## config.mk

```make
export PLATFORM = sky130hd
export DESIGN_NAME = page_scrambler
export DESIGN_NICKNAME = d
export VERILOG_FILES = /design/src/rtl/scr_pkg.sv /design/src/rtl/scr_seed_map.sv /design/src/rtl/scr_keystream.sv /design/src/rtl/scr_out_stage.sv /design/src/rtl/page_scrambler.sv
export SDC_FILE = /design/constraint.sdc
export NUM_CORES = 1
export LEC_CHECK = 0
export ABC_CLOCK_PERIOD_IN_PS = 7900
export BUFFER_PORTS_ARGS = -buffer_cell sky130_fd_sc_hd__buf_4
export CAP_MARGIN = 30
export CORE_MARGIN = 5
export CORE_UTILIZATION = 32
export DETAILED_ROUTE_END_ITERATION = 8
export HOLD_SLACK_MARGIN = 0.12
export PLACE_DENSITY = 0.61
export SKIP_LAST_GASP = 1
export SLEW_MARGIN = 20
export SYNTH_ARGS = -nofsm -noshare
export SYNTH_HDL_FRONTEND = slang
export SYNTH_SLANG_ARGS = --single-unit
```

## constraint.sdc

```tcl
create_clock -name clk -period 7.9 [get_ports clk]
set_clock_uncertainty 0.2 [all_clocks]
set_input_delay 0 -clock clk [delete_from_list [all_inputs] [get_ports clk]]
set_output_delay 0 -clock clk [all_outputs]
set_load 0.02 [all_outputs]
```

## src/rtl/scr_pkg.sv

```systemverilog
package scr_pkg;
    localparam int unsigned KEY_W   = 32;
    localparam int unsigned BYTE_W  = 8;
    localparam int unsigned ADDR_W  = 32;
    // feedback taps for x^32 + x^22 + x^2 + x + 1 (bits 31, 21, 1, 0)
    localparam logic [KEY_W-1:0] TAP_MASK   = 32'h8020_0003;
    localparam logic [KEY_W-1:0] SEED_CONST = 32'hA5C3_96E1;

    typedef logic [KEY_W-1:0]  key_t;
    typedef logic [BYTE_W-1:0] byte_t;

    typedef struct packed {
        logic  valid;
        byte_t data;
    } beat_t;

    function automatic key_t key_step(input key_t s);
        return {s[KEY_W-2:0], ^(s & TAP_MASK)};
    endfunction
endpackage

```

## src/rtl/scr_seed_map.sv

```systemverilog
module scr_seed_map
    import scr_pkg::*;
(
    input  logic [ADDR_W-1:0] addr,
    output key_t              seed
);
    localparam int unsigned PAD_W = KEY_W - ADDR_W;

    key_t mixed;

    generate
        if (PAD_W == 0) begin : g_same
            assign mixed = addr ^ SEED_CONST;
        end else begin : g_pad
            assign mixed = {{PAD_W{1'b0}}, addr} ^ SEED_CONST;
        end
    endgenerate

    // an all-zero register would lock up: fall back to the constant
    assign seed = (mixed == '0) ? SEED_CONST : mixed;
endmodule

```

## src/rtl/scr_keystream.sv

```systemverilog
module scr_keystream
    import scr_pkg::*;
#(
    parameter int unsigned STEPS = BYTE_W
) (
    input  logic             clk,
    input  logic             rst,
    input  logic             load,
    input  key_t             seed,
    input  logic             advance,
    output logic [STEPS-1:0] ks,
    output key_t             state_q
);
    key_t src;
    key_t chain [STEPS+1];

    // a reload in the same cycle takes effect for that cycle's byte
    assign src      = load ? seed : state_q;
    assign chain[0] = src;

    generate
        for (genvar i = 0; i < STEPS; i++) begin : g_step
            assign ks[STEPS-1-i] = chain[i][KEY_W-1];
            assign chain[i+1]    = key_step(chain[i]);
        end
    endgenerate

    always_ff @(posedge clk) begin
        if (rst) begin
            state_q <= SEED_CONST;
        end else if (advance) begin
            state_q <= chain[STEPS];
        end else if (load) begin
            state_q <= seed;
        end
    end
endmodule

```

## src/rtl/scr_out_stage.sv

```systemverilog
module scr_out_stage
    import scr_pkg::*;
(
    input  logic  clk,
    input  logic  rst,
    input  logic  push,
    input  byte_t push_data,
    output logic  can_push,
    input  logic  pop,
    output beat_t q
);
    assign can_push = !q.valid || pop;

    always_ff @(posedge clk) begin
        if (rst) begin
            q <= '{valid: 1'b0, data: '0};
        end else if (push) begin
            q <= '{valid: 1'b1, data: push_data};
        end else if (pop) begin
            q.valid <= 1'b0;
        end
    end
endmodule

```

## src/rtl/page_scrambler.sv

```systemverilog
module page_scrambler
    import scr_pkg::*;
(
    input  logic              clk,
    input  logic              rst,
    input  logic              page_start,
    input  logic [ADDR_W-1:0] page_addr,
    input  logic              in_valid,
    input  logic [BYTE_W-1:0] in_data,
    output logic              in_ready,
    output logic              out_valid,
    output logic [BYTE_W-1:0] out_data,
    input  logic              out_ready
);
    key_t        seed;
    key_t        key_state;
    byte_t       ks;
    logic        accept;
    beat_t       held;

    assign accept = in_valid && in_ready;

    scr_seed_map u_seed (
        .addr (page_addr),
        .seed (seed)
    );

    scr_keystream #(.STEPS(BYTE_W)) u_key (
        .clk     (clk),
        .rst     (rst),
        .load    (page_start),
        .seed    (seed),
        .advance (accept),
        .ks      (ks),
        .state_q (key_state)
    );

    scr_out_stage u_out (
        .clk       (clk),
        .rst       (rst),
        .push      (accept),
        .push_data (in_data ^ ks),
        .can_push  (in_ready),
        .pop       (out_ready),
        .q         (held)
    );

    assign out_valid = held.valid;
    assign out_data  = held.data;
endmodule

```

==> results of run 1 <==
cells in the final DEF, fill, tap and decap left out, types with 3 or more instances in the layout:
cell type	netlist	final
nand4b_1	3	3
mux2_2	6	6
dfxtp_1	41	41
xnor2_1	19	19
nand2_1	36	36
nor2_1	28	28
a21oi_1	15	15
o21ai_0	5	5
and2_1	3	3
o211ai_1	11	11
mux2i_1	9	9
a211oi_1	16	16
nand3_1	3	3
xor2_1	9	9
dlygate4sd3_1	0	65
clkbuf_8	0	6
buf_4	0	56
critical path: stages:
cell and delay (ps):
dlygate4sd3_1 550, buf_4 150, or4b_4 530, nor4_4 320
a21oi_2 260, a21oi_1 480, xnor2_1 110, dlygate4sd3_1 560
a211oi_1 210, dlygate4sd3_1 570
cells in the mapped netlist, types with 2 or more instances:
library cell	count	area, um2
xnor2_1	19	166.4
nor2b_1	2	12.51
xnor3_1	2	45.04
buf_1	2	7.510
or4bb_1	2	22.52
nor3_1	2	10.01
and2_1	3	18.77
o211ai_1	11	82.58
a211oi_1	16	120.1
o21ai_0	5	25.02
a21oi_2	2	17.52
mux2i_1	9	90.09
a21oi_1	15	75.07
dfxtp_1	41	820.8
mux4_2	2	45.04
nor2_1	28	105.1
inv_1	2	7.510
nor4_4	2	42.54
or3_1	2	12.51
nand3_1	3	15.01
nand4b_1	3	26.28
xor2_1	9	78.83
mux2_2	6	67.56
clkbuf_1	14	52.55
nand2_1	36	135.1
stage by stage:
stage	cells	hold slack [ps]	area, um2	setup slack (ps)	utilization [%]
after global placement	389	53.69	2736	4844	40.05
after floorplan	254	-70.53	2261	5183	-
after CTS	462	125.5	3503	4211	51.28
after global routing	462	159.5	3503	4029	51.28
final	462	129.5	3503	4210	51.28
after detailed placement	389	62.20	2736	4754	40.05
power groups by stage:
stage               combinational, mW  sequential (mW)  clock, mW
finish                          0.244            0.243      0.175
floorplan                       0.148            0.249          0
global placement                0.204            0.247          0
detailed placement              0.208            0.248          0
CTS                             0.243            0.243      0.181
global route                    0.264            0.246      0.188
area by class of cell:
cell class,instances,area (um2),share of cell area (%)
Multi-Input combinational cell,193,1364,38.93
Timing Repair Buffer,121,1071,30.57
Sequential cell,41,820.8,23.43
Tap cell,96,120.1,3.429
Clock buffer,7,86.33,2.464
Clock inverter,1,30.03,0.8571
Inverter,3,11.26,0.3214
per-layer routing:
layer  part of all wire [%]  global-route usage [%]  vias up  routed length, um
met5                      0                       0        -                  0
met4                    1.5                   4.813        0                106
met3                    4.4                   3.365        8                310
met2                     48                   26.79       59               3378
met1                     46                   22.85     1066               3260
li1                       -                       -     1114                  -
flip-flops by register name, indices dropped and copies added, names as in the netlist:
name	cells
u_key.state_q	32
u_out.q	9
how the worst max path moves through the flow:
| stage | cells past startpoint | endpoint | slack (ps) | start |
|---|---|---|---|---|
| final | 10 | u_out.q[7] | 4210 | page_addr[11] |
| after detailed placement | 9 | u_key.state_q[0] | 4750 | page_addr[20] |
| after global placement | 9 | u_key.state_q[0] | 4840 | page_addr[20] |
| after floorplan | 8 | u_key.state_q[0] | 5180 | page_addr[8] |
| after CTS | 10 | u_out.q[7] | 4210 | page_addr[8] |
| after global routing | 10 | u_out.q[7] | 4030 | page_addr[11] |
cells by family (layout without fill, tap and decap cells):
| group | count (synthesis) | in the layout | synth area share (%) |
|---|---|---|---|
| AOI/OAI and AO/OA | 55 | 55 | 16.93 |
| xor gates and xnor gates | 31 | 31 | 13.95 |
| buffers and inverters | 20 | 132 | 3.376 |
| DFF | 41 | 41 | 36.30 |
| muxes | 17 | 17 | 8.965 |
| and+or+nand+nor | 90 | 90 | 20.48 |
==> impl_metrics.yaml, run 1 <==
worst_setup_path:
  r2r_cells: 7
  critical_path_required_ps: 7940
  cp-start-kind: "input port"
  worstSetupEndpointType: "flip-flop"
  r2r_setup_slack_ps: 5200
  cp_max_fo: 15
  r2r-end: "u_key.state_q[0]"
  reg2reg_from: "u_key.state_q[21]"
  worstPathArrival_ps: 3730
  critPathKind: "in2reg"
power_and_ir_drop:
  p_total_mw: 0.6612
  power.share.sequential_pct: 36.7
  combPwrFrac_pct: 36.9
  power_density_nw_per_um2: 188.7
  p_switching_mw: 0.1920
  p_sw_share_pct: 29.04
  ir_drop_mv: 0.07937
  p_leak_nw: 1.484
  pwr-share-clk_pct: 26.4
  power.internal_mw: 0.4692
cells_and_area:
  layout-drive-gt1-share_pct: 22.13
  nets: 410
  syn_to_final_growth_pct: 54.95
  num_antenna_cells: 0
  fillers: 658
floorplanning:
  die_h_um: 94.06
  core_area_um2: 6832
  dieArea_um2: 8846
  io_pins: 55
  rows: 30
  start_util_pct: 33.10
  fp.dieW_um: 94.06
worst_hold_path:
  worstHoldPathCells: 3
  hp-class: "in2reg"
  whs_endpoint: "u_key.state_q[29]"
  hp-start: "page_start"
clock_tree:
  htreeDepth: 2
  cts_buffers: 5
  hold_buffers: 65
  cts_max_path_buffers: 2
  cts_tree: "done"
  insertion_delay_ps: 290
  clock-root-buffer: "clkbuf_8"
  clk_pin_slew_ps: 80
  cts_sinks: 41
  ctsResizeCount: 0
  cts_setup_buffers: 0
grt:
  grt_util_all_layers_pct: 16.78
  antenna_found_initial: 0
  grt.overflow.total: 0
  grt_max_degree: 46
  grt_pass1_vias: 2254
  grt_pass1_wl_um: 11500
sta:
  fin_crit_sh_pct: 46.70
  rsz0062_at_grt: "no"
  max_slew.worst_pin.slew_ps: 825.9
  final_max_slew_viol_count: 0
  finalSetupTns_ps: 0
  setup_viol: 0
  finalHoldViolCount: 0
  fin_crit_ps: 3690
  relSlewSlack_pct: 44.94
  max_freq_mhz: 271.0
yosys:
  synth_area_um2: 2261
  synth_warnings: 0
  synth_cell_type_count: 41
  synth_fp_nets: 299
  ys_seq_elements: 41
  synth-edff-count: 0
  ys_seq_area_share_pct: 36.30
  syn_avg_cell_area_um2: 8.901
  synth_ff_type: "dfxtp_1"
  ys_async_sr_fraction_pct: 0
  syn_inst: 254
outcome:
  status: "completed"
drt:
  first_iter_violations: 80
  viasPerCell: 4.864
  avgRoutedWirePerCell_um: 15.27
  drc_errors: 0
  drtPass1Iterations: 4
  antenna_left: 0
  via_count: 2247
  wl_um: 7055
placed_design:
  gp_congestion: 0.9120
  post-dp-hpwl_um: 4735
  port_buffers: 54
run:
  drv_cap: 0
(Power assumes the default switching activity.)
==> run 2: changes to the inputs <==
Settings changed: ABC_CLOCK_PERIOD_IN_PS 7900 to 3040, PLACE_DENSITY 0.61 to 0.63.
Clock period 7.9 ns to 3.04 ns, I/O delays scaled along.
==> run 2 against run 1 <==
  * Clock-buffer cell count unchanged
  * Sequential power increased to 2.6 times the previous value
  * Critical endpoint is now u_out.q[5]
  * Power increased to 2.7 times the previous value
  * Cell count increased by 1.9%
  * Largest power group unchanged
  * Worst setup slack got worse by 4200 ps
  * Global-route usage about the same
  * Core utilization increased by 1.2 points
  * Register-to-register slack got worse by 4700 ps
  * Critical path type unchanged
  * Highest routed layer unchanged
  * Largest cell class unchanged
  * Wire length increased by 3.5%
  * First-iteration DRC count increased by 78%
  * Flip-flop and latch count unchanged
==> impl_metrics.yaml, run 2 (synthesis results as in run 1) <==
outcome:
  status: "completed"
clock_tree:
  cts_tree: "done"
  insertion_delay_ps: 300
  cts_sinks: 41
  htreeDepth: 2
  clock-root-buffer: "clkbuf_8"
  cts_max_path_buffers: 2
  cts_buffers: 5
  clk_pin_slew_ps: 80
cells_and_area:
  nets: 419
  syn_to_final_growth_pct: 58.44
  reg_top3: "u_key.state_q x32, u_out.q x9"
  layout-drive-gt1-share_pct: 25.60
  layout.cells.non_filler: 471
  num_antenna_cells: 0
  regMostFlops: "u_key.state_q"
  final_common_cell: "buf_4"
  largest_reg_flops: 32
  most-common-layout-cells: "buf_4 (68), dlygate4sd3_1 (62), dfxtp_1 (41)"
worst_setup_path:
  worstPathArrival_ps: 3050
  worstSetupEndpointType: "flip-flop"
  cp_max_fo: 5
  critPathKind: "in2reg"
  critical_path_required_ps: 3090
  cp-start-kind: "input port"
sta:
  final_max_slew_viol_count: 0
  fin_crit_ps: 3001
  max_freq_mhz: 333.2
  setup_viol: 0
  max_slew.worst_pin.slew_ps: 611.7
  rsz0062_at_grt: "yes"
  finalWorstSetupSlack_ps: 38.76
  finalSetupTns_ps: 0
  relSlewSlack_pct: 58.97
  fin_crit_sh_pct: 98.72
  finalHoldViolCount: 0
placed_design:
  numPlacedInstances: 399
  dp_slack_ps: 113.0
  port_buffers: 54
  gp_congestion: 0.8874
  post-dp-hpwl_um: 5039
floorplanning:
  io_pins: 55
  dieArea_um2: 8846
  fp.dieW_um: 94.06
  die_h_um: 94.06
  rows: 30
  core_area_um2: 6832
  start_util_pct: 33.10
drt:
  drtPass1Iterations: 4
  avgRoutedWirePerCell_um: 15.51
  via_count: 2305
  wl_um: 7305
  first_iter_violations: 142
  drc_errors: 0
  viasPerCell: 4.894
  antenna_left: 0
power_and_ir_drop:
  ir_drop_mv: 0.2004
  p_leak_nw: 1.522
  power_density_nw_per_um2: 492.4
  p_total_mw: 1.764
grt:
  grt_pass1_wl_um: 11600
  grt.overflow.total: 0
  grt_max_degree: 26
  antenna_found_initial: 0
  grt_pass1_vias: 2430
  grt_util_all_layers_pct: 16.76
worst_hold_path:
  hp-class: "in2reg"
run:
  drv_cap: 0
==> run 2: changes by cell type in the layout (fill, tap and decap cells not counted), sizes merged <==
cell         change
dlygate4sd3      -3
buf             +12
==> run 2: final timing paths <==
check                          from                to  slack, ps  depth (start not counted)
setup / recovery       page_addr[5]        u_out.q[5]         40                         11
hold / removal        page_addr[26]        u_out.q[2]        150                          5
setup reg to reg  u_key.state_q[21]  u_key.state_q[1]        540                          8
hold reg to reg          u_out.q[2]        u_out.q[2]        310                          2
==> run 2: worst max-delay path, cell delays in order <==
cell and delay, ps:
dlygate4sd3_1 530, buf_4 110, nand4b_1 160, nor4_4 390, a21oi_4 130, a21oi_4 160, buf_4 140, xnor2_1 60
dlygate4sd3_1 550, a211oi_1 230, dlygate4sd3_1 580
==> run 2: stage by stage <==
stage          util [%]  hold slack [ps]  cell area [um2]
2_1_floorplan         -           -70.53             2261
3_3_place_gp      41.15            54.23             2811
3_5_place_dp      41.15            67.88             2811
4_1_cts           52.23            131.0             3568
5_1_grt           52.44            180.1             3582
6_report          52.44            151.6             3582
==> run 2: layout make-up <==
type                            instances  area (um2)
Fill cell                             636        3249
Multi-Input combinational cell        193        1383
Timing Repair Buffer                  130        1131
Sequential cell                        41       820.8
Tap cell                               96       120.1
Clock buffer                            7       86.33
Clock inverter                          1       30.03
Inverter                                3       11.26
==> run 2: power by group <==
part,internal (mW),leakage [nW],switching [mW]
Sequential,0.603,0.341,0.0293
Combinational,0.371,1.12,0.296
Clock,0.268,0.0585,0.196
==> run 2: repair_timing <==
action,in CTS,in global routing
gates resized for setup,0,4
endpoints found under the setup margin,0,6
setup buffers,0,2
hold endpoints to repair,41,0
hold buffers,64,0
==> run 2: metal layers <==
metal / vias to the layer above / wire, um / global-route usage [%]
met3: 13 / 298 / 3.285
met4: 0 / 113 / 4.813
met2: 55 / 3657 / 29.69
li1: 1133 / - / -
met1: 1104 / 3235 / 20.45
met5: - / 0 / 0
==> run 3: changes to the inputs <==
Settings changed: ABC_AREA set to 1.
==> run 3 against run 2 <==
  * Via count up 27%
  * Sequential power down 4.0%
  * Non-clock buffer count down 7
  * Die area up 9.7%
  * Register-to-register slack better by 190 ps
  * Cell area up 4.7%
  * Global-route usage up 0.50 points
  * Wire length up 13%
  * Largest power group is now registers
==> impl_metrics.yaml, run 3 <==
yosys:
  synth-edff-count: 0
  synth_cell_type_count: 26
  ys_seq_area_share_pct: 32.75
  yosysTopAreaCell: "dfxtp_1"
  synth_top_area_share_pct: 32.75
  ys_async_sr_fraction_pct: 0
  yosys.cell_count.top_type: "nand2_1"
  yosys-top-cells-count: "nand2_1 (126), nor2_1 (48), dfxtp_1 (41)"
  synthTopCellsByArea: "dfxtp_1 (33%), nand2_1 (19%), nor2_1 (7.2%)"
  syn_inst: 408
  ys_seq_elements: 41
  syn_avg_cell_area_um2: 6.143
  synth_fp_nets: 453
  synth_warnings: 0
  synth_ff_type: "dfxtp_1"
  synth_area_um2: 2506
cells_and_area:
  multi_input_area_um2: 1429
  most-common-layout-cells: "nand2_1 (126), dlygate4sd3_1 (67), buf_4 (56)"
  reg_top3: "u_key.state_q x32, u_out.q x9"
  fillers: 786
  layout-drive-gt1-share_pct: 17.50
  syn_to_final_growth_pct: 49.63
  num_antenna_cells: 0
  regArea_um2: 820.8
  final_common_cell: "nand2_1"
  nets: 564
  largest_reg_flops: 32
  regMostFlops: "u_key.state_q"
drt:
  first_iter_violations: 231
  wl_um: 8269
  viasPerCell: 4.719
  drc_errors: 0
  via_count: 2935
  avgRoutedWirePerCell_um: 13.29
  drtPass1Iterations: 4
  antenna_left: 0
worst_hold_path:
  worstHoldPathCells: 5
  hp-class: "in2reg"
  whs_endpoint: "u_key.state_q[25]"
  hp-start: "page_addr[25]"
floorplanning:
  dieArea_um2: 9701
  fp.dieW_um: 98.50
  io_pins: 55
  die_h_um: 98.50
  start_util_pct: 32.60
  rows: 32
  core_area_um2: 7687
sta:
  fin_crit_sh_pct: 94.10
  max_slew.worst_pin.slew_ps: 715.3
  setup_viol: 0
  fin_crit_ps: 2861
  relSlewSlack_pct: 52.26
  finalHoldViolCount: 0
  finalSetupTns_ps: 0
  rsz0062_at_grt: "no"
  max_freq_mhz: 349.6
  final_max_slew_viol_count: 0
clock_tree:
  htreeDepth: 2
  clk_pin_slew_ps: 90
  cts_max_path_buffers: 2
  clock-root-buffer: "clkbuf_8"
  insertion_delay_ps: 300
  cts_buffers: 5
  cts_sinks: 41
  cts_tree: "done"
grt:
  grt_util_all_layers_pct: 17.27
  grt_max_degree: 44
  grt_pass1_vias: 2802
  antenna_found_initial: 0
  grt_pass1_wl_um: 13590
  grt.overflow.total: 0
power_and_ir_drop:
  ir_drop_mv: 0.1769
  power_density_nw_per_um2: 425.5
  p_total_mw: 1.596
  p_leak_nw: 1.825
worst_setup_path:
  critical_path_required_ps: 3070
  worstPathArrival_ps: 2890
  r2r_setup_slack_ps: 730
  reg2reg_from: "u_key.state_q[28]"
  r2r-end: "u_out.q[4]"
  worstSetupEndpointType: "flip-flop"
  cp-start-kind: "input port"
  r2r_cells: 7
  critPathLaunch: "page_addr[4]"
  cp_max_fo: 18
  critPathKind: "in2reg"
run:
  drv_cap: 0
placed_design:
  gp_congestion: 0.8669
  port_buffers: 54
  post-dp-hpwl_um: 5518
outcome:
  status: "completed"
## run 3: changes by cell type after synthesis, sizes merged, moves of 15 or more
cell,change
nand2,+98
inv,+38
o21ai,+37
nor2,+20
nand3,+18
a211oi,-15
## run 3: layer usage
metal | routed length (um) | vias to the layer above | GRT usage, %
li1 | - | 1508 | -
met1 | 3608 | 1301 | 22.66
met5 | 0 | - | 0
met2 | 3920 | 112 | 28.71
met3 | 590 | 14 | 3.326
met4 | 149 | 0 | 5.357
## run 3: area by class of cell
type | count | area share, %
multi-input combinational | 301 | 38.10
timing repair buffer | 123 | 29.10
sequential | 41 | 21.89
inverter | 47 | 4.705
tap | 102 | 3.403
clock buffer | 7 | 2.569
clock inverter | 1 | 0.2336
## run 3: how the worst max path moves through the flow
stage / end / slack [ps] / cells past startpoint
finish: u_key.state_q[23] / 180 / 13
global placement: u_key.state_q[1] / 480 / 18
CTS: u_key.state_q[23] / 80 / 13
floorplan: u_key.state_q[1] / 1180 / 16
detailed placement: u_key.state_q[1] / 480 / 18
global route: u_key.state_q[23] / 40 / 13
## run 3: power breakdown
group	internal, mW	leakage (nW)	total, mW	switching, mW
clock network	0.210	0.0549	0.430	0.219
logic	0.251	1.43	0.559	0.308
registers	0.590	0.342	0.607	0.0165
total	1.05	1.82	1.60	0.544
## run 3: worst max-delay path, stage by stage
cell           delay [ps]
dlygate4sd3_1         540
buf_4                 130
inv_1                  80
nand2_1                60
nor2_1                110
nand2_1                80
nor2_1                180
nand2_4               190
a31oi_1               230
dlygate4sd3_1         580
nand2_1                50
dlygate4sd3_1         570
o211ai_1               80
## run 3: cell families (layout without fill, tap and decap cells)
logic type | count (synthesis) | after routing | synth area share [%]
AO/OA/AOI/OAI | 80 | 80 | 18.02
AND/OR/NAND/NOR | 208 | 208 | 33.55
XOR/XNOR | 13 | 13 | 5.142
buffers and inverters | 66 | 178 | 10.53
flip-flops | 41 | 41 | 32.75
## run 3: through the flow
step	util, %	area (um2)	cells	hold WS (ps)	setup WS, ps
floorplan	-	2506	408	-25.68	1179
global route	48.78	3750	622	171.0	41.89
global placement	38.59	2967	547	107.6	480.0
detailed placement	38.59	2967	547	116.2	478.3
CTS	48.68	3742	622	124.3	79.50
finish	48.78	3750	622	126.2	179.4
## run 3: repair_timing
item / in CTS / in global routing
hold buffers: 67 / 0
setup endpoints to repair: 0 / 7
buffers inserted: 0 / 0
endpoints found under the hold margin: 40 / 0
resized for setup: 0 / 2
